**src/rtl/synth_prog_pkg.sv**
```systemverilog
package synth_prog_pkg;
  localparam int unsigned WORD_W = 20;
  localparam int unsigned PIN_W  = 16;
  localparam int unsigned REF_W  = 6;
  localparam int unsigned MAIN_W = 9;
  localparam int unsigned SWAL_W = 4;
  localparam int unsigned CTL_W  = 10;

  typedef enum logic [1:0] {
    MODE_PAR = 2'd0,
    MODE_SER = 2'd1,
    MODE_DIR = 2'd2
  } load_mode_e;

  typedef struct packed {
    logic direct_sel;
    logic serial_sel;
    logic aux_en_n;
    logic ser_dat;
    logic ser_clk;
    logic prim_xfer;
    logic aux_wr;
    logic wr_top;
    logic wr_main;
    logic wr_low;
  } ctl_t;
endpackage

```
**src/rtl/synth_prog_sync.sv**
```systemverilog
module synth_prog_sync #(
  parameter int unsigned W = 8
) (
  input  logic         clk_i,
  input  logic         rst_ni,
  input  logic [W-1:0] d_i,
  output logic [W-1:0] q_o,
  output logic [W-1:0] q_prev_o
);
  logic [W-1:0] s1_q, s2_q, s3_q;

  always_ff @(posedge clk_i or negedge rst_ni) begin
    if (!rst_ni) begin
      s1_q <= '0;
      s2_q <= '0;
      s3_q <= '0;
    end else begin
      s1_q <= d_i;
      s2_q <= s1_q;
      s3_q <= s2_q;
    end
  end

  assign q_o      = s2_q;
  assign q_prev_o = s3_q;
endmodule

```
**src/rtl/synth_prog_shift.sv**
```systemverilog
module synth_prog_shift #(
  parameter int unsigned W = 8
) (
  input  logic         clk_i,
  input  logic         rst_ni,
  input  logic         en_i,
  input  logic         d_i,
  output logic [W-1:0] q_o
);
  logic [W-1:0] sh_q;

  always_ff @(posedge clk_i or negedge rst_ni) begin
    if (!rst_ni)   sh_q <= '0;
    else if (en_i) sh_q <= {sh_q[W-2:0], d_i};
  end

  assign q_o = sh_q;

  // new bit lands in LSB, older bits move up
  assert_shift_in_R3: assert property (@(posedge clk_i) disable iff (!rst_ni)
    en_i |=> (sh_q[0] == $past(d_i)) && (sh_q[W-1:1] == $past(sh_q[W-2:0])));
  assert_shift_hold_R7: assert property (@(posedge clk_i) disable iff (!rst_ni)
    !en_i |=> $stable(sh_q));
endmodule

```
**src/rtl/synth_prog_if.sv**
```systemverilog
module synth_prog_if
  import synth_prog_pkg::*;
#(
  parameter int unsigned BUS_W = 8,
  parameter int unsigned ENH_W = 8
) (
  input  logic              clk_i,
  input  logic              rst_ni,
  input  logic              direct_sel_i,
  input  logic              serial_sel_i,
  input  logic              aux_en_ni,
  input  logic              ser_dat_i,
  input  logic              ser_clk_i,
  input  logic              prim_xfer_i,
  input  logic              aux_wr_i,
  input  logic [BUS_W-1:0]  bus_i,
  input  logic              wr_top_i,
  input  logic              wr_main_i,
  input  logic              wr_low_i,
  input  logic [PIN_W-1:0]  pin_word_i,
  output logic [REF_W-1:0]  ref_div_o,
  output logic [MAIN_W-1:0] main_div_o,
  output logic [SWAL_W-1:0] swal_o,
  output logic              presc_en_o,
  output logic [ENH_W-1:0]  aux_ctrl_o
);
  localparam int unsigned SYNC_W = CTL_W + BUS_W + PIN_W;
  localparam int unsigned UP_W   = WORD_W - PIN_W;

  ctl_t             ctl_in, ctl_s, ctl_p;
  logic [BUS_W-1:0] bus_s, bus_p;
  logic [PIN_W-1:0] pin_s, pin_p;

  assign ctl_in = '{direct_sel: direct_sel_i, serial_sel: serial_sel_i,
                    aux_en_n: aux_en_ni, ser_dat: ser_dat_i, ser_clk: ser_clk_i,
                    prim_xfer: prim_xfer_i, aux_wr: aux_wr_i, wr_top: wr_top_i,
                    wr_main: wr_main_i, wr_low: wr_low_i};

  synth_prog_sync #(.W(SYNC_W)) u_sync (
    .clk_i    (clk_i),
    .rst_ni   (rst_ni),
    .d_i      ({ctl_in, bus_i, pin_word_i}),
    .q_o      ({ctl_s, bus_s, pin_s}),
    .q_prev_o ({ctl_p, bus_p, pin_p})
  );

  logic sclk_rise, xfer_rise, aux_rise, aux_fall, top_rise, main_rise, low_rise;
  assign sclk_rise = ctl_s.ser_clk   & ~ctl_p.ser_clk;
  assign xfer_rise = ctl_s.prim_xfer & ~ctl_p.prim_xfer;
  assign aux_rise  = ctl_s.aux_wr    & ~ctl_p.aux_wr;
  assign aux_fall  = ~ctl_s.aux_wr   &  ctl_p.aux_wr;
  assign top_rise  = ctl_s.wr_top    & ~ctl_p.wr_top;
  assign main_rise = ctl_s.wr_main   & ~ctl_p.wr_main;
  assign low_rise  = ctl_s.wr_low    & ~ctl_p.wr_low;

  load_mode_e mode;
  always_comb begin
    if (ctl_s.direct_sel)      mode = MODE_DIR;
    else if (ctl_s.serial_sel) mode = MODE_SER;
    else                       mode = MODE_PAR;
  end

  // separate shift paths; aux_wr level steers the bit
  logic              pri_sh_en, enh_sh_en;
  logic [WORD_W-1:0] pri_sh;
  logic [ENH_W-1:0]  enh_sh;
  assign pri_sh_en = (mode == MODE_SER) & sclk_rise & ~ctl_s.aux_wr;
  assign enh_sh_en = ctl_s.serial_sel & sclk_rise & ctl_s.aux_wr;

  synth_prog_shift #(.W(WORD_W)) u_pri_sh (
    .clk_i (clk_i), .rst_ni (rst_ni), .en_i (pri_sh_en),
    .d_i (ctl_s.ser_dat), .q_o (pri_sh)
  );

  synth_prog_shift #(.W(ENH_W)) u_enh_sh (
    .clk_i (clk_i), .rst_ni (rst_ni), .en_i (enh_sh_en),
    .d_i (ctl_s.ser_dat), .q_o (enh_sh)
  );

  logic [WORD_W-1:0] word_q;
  always_ff @(posedge clk_i or negedge rst_ni) begin
    if (!rst_ni) begin
      word_q <= '0;
    end else begin
      unique case (mode)
        MODE_DIR: word_q <= {{UP_W{1'b0}}, pin_s};
        MODE_SER: if (xfer_rise) word_q <= pri_sh;
        default: begin
          if (top_rise)  word_q[WORD_W-1:PIN_W] <= bus_s[UP_W-1:0];
          if (main_rise) word_q[PIN_W-1:BUS_W]  <= bus_s;
          if (low_rise)  word_q[BUS_W-1:0]      <= bus_s;
        end
      endcase
    end
  end

  // auxiliary holding register: serial capture on falling strobe, parallel on rising
  logic [ENH_W-1:0] enh_q;
  always_ff @(posedge clk_i or negedge rst_ni) begin
    if (!rst_ni)                          enh_q <= '0;
    else if (ctl_s.serial_sel && aux_fall) enh_q <= enh_sh;
    else if (!ctl_s.serial_sel && aux_rise) enh_q <= bus_s;
  end

  assign ref_div_o  = {word_q[19:18], word_q[7:4]};
  assign main_div_o = {word_q[17:16], word_q[14:8]};
  assign presc_en_o = word_q[15];
  assign swal_o     = word_q[3:0];
  assign aux_ctrl_o = ctl_s.aux_en_n ? '0 : enh_q;

  assert_direct_upper_R6: assert property (@(posedge clk_i) disable iff (!rst_ni)
    (mode == MODE_DIR) |=> (ref_div_o[5:4] == 2'b00) && (main_div_o[8:7] == 2'b00));
  assert_ser_hold_R3: assert property (@(posedge clk_i) disable iff (!rst_ni)
    ((mode == MODE_SER) && !xfer_rise) |=> $stable(word_q));
  assert_enh_hold_R7: assert property (@(posedge clk_i) disable iff (!rst_ni)
    (ctl_s.serial_sel && !aux_fall) |=> $stable(enh_q));
  assert_par_hold_R5: assert property (@(posedge clk_i) disable iff (!rst_ni)
    ((mode == MODE_PAR) && !top_rise && !main_rise && !low_rise) |=> $stable(word_q));
endmodule

```
**config.mk**
```make
export PLATFORM = sky130hd
export DESIGN_NAME = synth_prog_if
export DESIGN_NICKNAME = d
export VERILOG_FILES = /design/src/rtl/synth_prog_pkg.sv /design/src/rtl/synth_prog_sync.sv /design/src/rtl/synth_prog_shift.sv /design/src/rtl/synth_prog_if.sv
export SDC_FILE = /design/constraint.sdc
export NUM_CORES = 1
export LEC_CHECK = 0
export CAP_MARGIN = 30
export CORE_MARGIN = 3
export CORE_UTILIZATION = 40
export CTS_CLUSTER_DIAMETER = 100
export CTS_CLUSTER_SIZE = 16
export DETAILED_ROUTE_END_ITERATION = 8
export PLACE_DENSITY = 0.63
export RECOVER_POWER = 50
export REMOVE_ABC_BUFFERS = 1
export SLEW_MARGIN = 15
export SYNTH_ARGS = -nofsm -noshare
export SYNTH_HDL_FRONTEND = slang
export SYNTH_SLANG_ARGS = --single-unit
```
**constraint.sdc**
```tcl
create_clock -name clk_i -period 3.1 [get_ports clk_i]
set_input_delay 0.62 -clock clk_i [delete_from_list [all_inputs] [get_ports clk_i]]
set_output_delay 0.62 -clock clk_i [all_outputs]
set_load 0.02 [all_outputs]
```
==> impl_metrics.yaml <==
synthesis:
  ys_ff_latch: 130
  synth_top_area_frac: 0.700
  yosysUniqueCellTypes: 24
  avgSynthCellArea_um2: 15.4
  synth_area_leaders: "dfrtp_1, mux2_2, mux2i_1, o21ai_0, o221ai_1"
  syn_inst: 302
  ys_warn_count: 0
  yosysTopAreaCell: "dfrtp_1"
  netlist_area_mm2: 0.00465
  ys_seq_area_frac: 0.700
worst_setup_path:
  cp_data_required_time_ns: 2.48
  path_buf_inv: 1
  cp.arrival_ns: 1.60
  slowest_delay_ns: 0.61
  cp_slowest_cell: "clkdlybuf4s50_1"
  cp_top_family: "buffers and inverters"
  cp-start-kind: "flop"
  critPathMaxFanout: 8
  path_class: "flop to output port"
  crit_chain: "nor2b_1, clkdlybuf4s50_1"
  worstSetupEndpointType: "output port"
global_route:
  grt_pass1_vias: 2838
  grt_usage: 0.145
  grt_pass1_wl_um: 14400
  antenna_found_initial: 0
  overflow: 0
  grt_start_max_net_pins: 51
clocking:
  cts_tree: "done"
  clk_latency_ns: 0.40
  cts_sinks: 130
  cts_buffers: 17
  clk_pin_slew_worst_paths_ns: 0.06
  cts_root_buf: "clkbuf_16"
  cts_hold_buf: 0
  clockBufferDepth: 2
  cts_resized: 0
  cts-htree-levels: 4
  cts_setup_buffers: 0
min_path:
  hp-class: "flop to flop"
power:
  switching_share: 0.247
  p_comb_frac: 0.093
  ir_drop_v: 0.000261
  p_total_w: 0.00412
  p_int_w: 0.00310
  seqPwrFrac: 0.466
  leakage_nw: 2.69
  power.density_mw_per_mm2: 689
  pwr-share-clk: 0.441
  power.switching_w: 0.00102
detailed_routing:
  first_pass_iters: 5
  drcViolationCount: 0
  vias: 2638
  ant_nets: 0
  drt_iter0_markers: 106
  routed_wl_um: 8570
  routedWlPerCell_um: 16.2
  vias_per_cell: 4.99
layout:
  area_delta_synth_final_pct: 28.6
  diodes: 0
  layout_commonest_cell: "dfrtp_1"
  finalInstanceArea_mm2: 0.00598
  nets: 412
  final_cell_mix: "dfrtp_1, mux2_2, dlygate4sd3_1, clkdlybuf4s50_1, o21ai_0"
  drive_gt1_frac: 0.237
place:
  dp_hpwl_um: 5780
  gp_congestion: 0.822
  dpl_cell_area_mm2: 0.00543
  pre_cts_slack_ns: 1.04
  port_buffers: 63
floorplan:
  dieArea_mm2: 0.0130
  die_h_um: 114
  rows: 38
  die_x_um: 114
  core_area_mm2: 0.0111
  ios: 64
  initial_core_util: 0.420
sta:
  finalHoldViolations: 0
  fin_crit_ns: 2.22
  setup_viol: 0
  setup_ws_ns: 0.884
  finalClockSkew_ns: 0.00801
  rsz0062_at_grt: "no"
  clock.fmax_mhz: 451
  maxSlewViolCount: 0
  post-route-period-util: 0.715
  max_slew_margin: 0.172
  setup_tns_ns: 0
  max_slew.worst_pin.slew_ns: 1.24
outcome:
  status: "finished clean"
run:
  cap_violations: 0
## worst register-to-register path, stage by stage (launching register included)
cell and delay, ns:
dfrtp_1 0.60, nand2b_1 0.34, nor4b_4 0.33, buf_4 0.31, mux2_2 0.38
## Yosys cell counts, drive strengths merged
cell type    n
nor2b        9
nand2b       1
mux2i       20
nand4b       1
and3b        1
nor2         4
buf          9
nor4b        1
nor3         3
or2          1
dfrtp      130
clkbuf       6
o21ai       24
o221ai       8
inv          1
o22ai        8
nand2       16
nor3b        3
a22oi        8
mux2        48
## metal layers
metal / vias up / GRT usage / share of wire
li1: 1234 / - / -
met1: 1355 / 0.189 / 0.46
met2: 44 / 0.229 / 0.50
met3: 5 / 0.0483 / 0.032
met4: 0 / 0.0507 / 0.0061
met5: - / 0 / 0
## kinds of logic after synthesis
kind of cell           count (synthesis)  synth area share
AND/OR/NAND/NOR                       40            0.0560
buffers and inverters                 16            0.0204
AO/OA/AOI/OAI                         48            0.0646
multiplexers                          68             0.159
flip-flops                           130             0.700
## path summary, 6_finish.rpt
kind / start / slack [ns] / cells past startpoint / end
worst max-delay path: u_sync.q_o[31] / 0.88 / 2 / aux_ctrl_o[1]
worst min-delay path: u_sync.s1_q[15] / 0.34 / 0 / u_sync.q_o[15]
worst max register to register: u_sync.q_o[32] / 1.01 / 4 / u_pri_sh.q_o[7]
worst min register to register: u_sync.s1_q[15] / 0.34 / 0 / u_sync.q_o[15]
max in group asynchronous: rst_ni / 1.50 / 3 / word_q[3]
min in group asynchronous: rst_ni / 0.48 / 1 / u_sync.s1_q[27]
## power by group through the flow
stage	sequential (W)	combinational (W)	clock [W]
after floorplan	0.00196	0.000158	0
after global placement	0.00195	0.000387	0
after detailed placement	0.00195	0.000397	0
after CTS	0.00192	0.000400	0.00186
after global routing	0.00194	0.000419	0.00195
final	0.00192	0.000384	0.00182
## final cells by class
cell class	instances	area, µm²
fillers	950	5100
flip-flops and latches	130	3250
repair buffers	70	691
clock inverters	13	101
clock buffers	19	453
well taps	140	175
multi-input cells	156	1300
inverters	1	3.75
## state kept, by name (all words and copies together) (netlist names)
signal           count
u_sync.q_prev_o      6
u_sync.s1_q         34
word_q              20
u_sync.q_o          34
u_pri_sh.q_o        20
u_enh_sh.q_o         8
enh_q                8
## metrics by stage
step                hold slack, ns  utilization  cells
floorplan                    0.324            -    287
global placement             0.331        0.490    497
detailed placement           0.335        0.490    497
CTS                          0.251        0.540    529
global route                 0.350        0.540    529
finish                       0.343        0.540    529
Power figures use the tool's default switching activity.
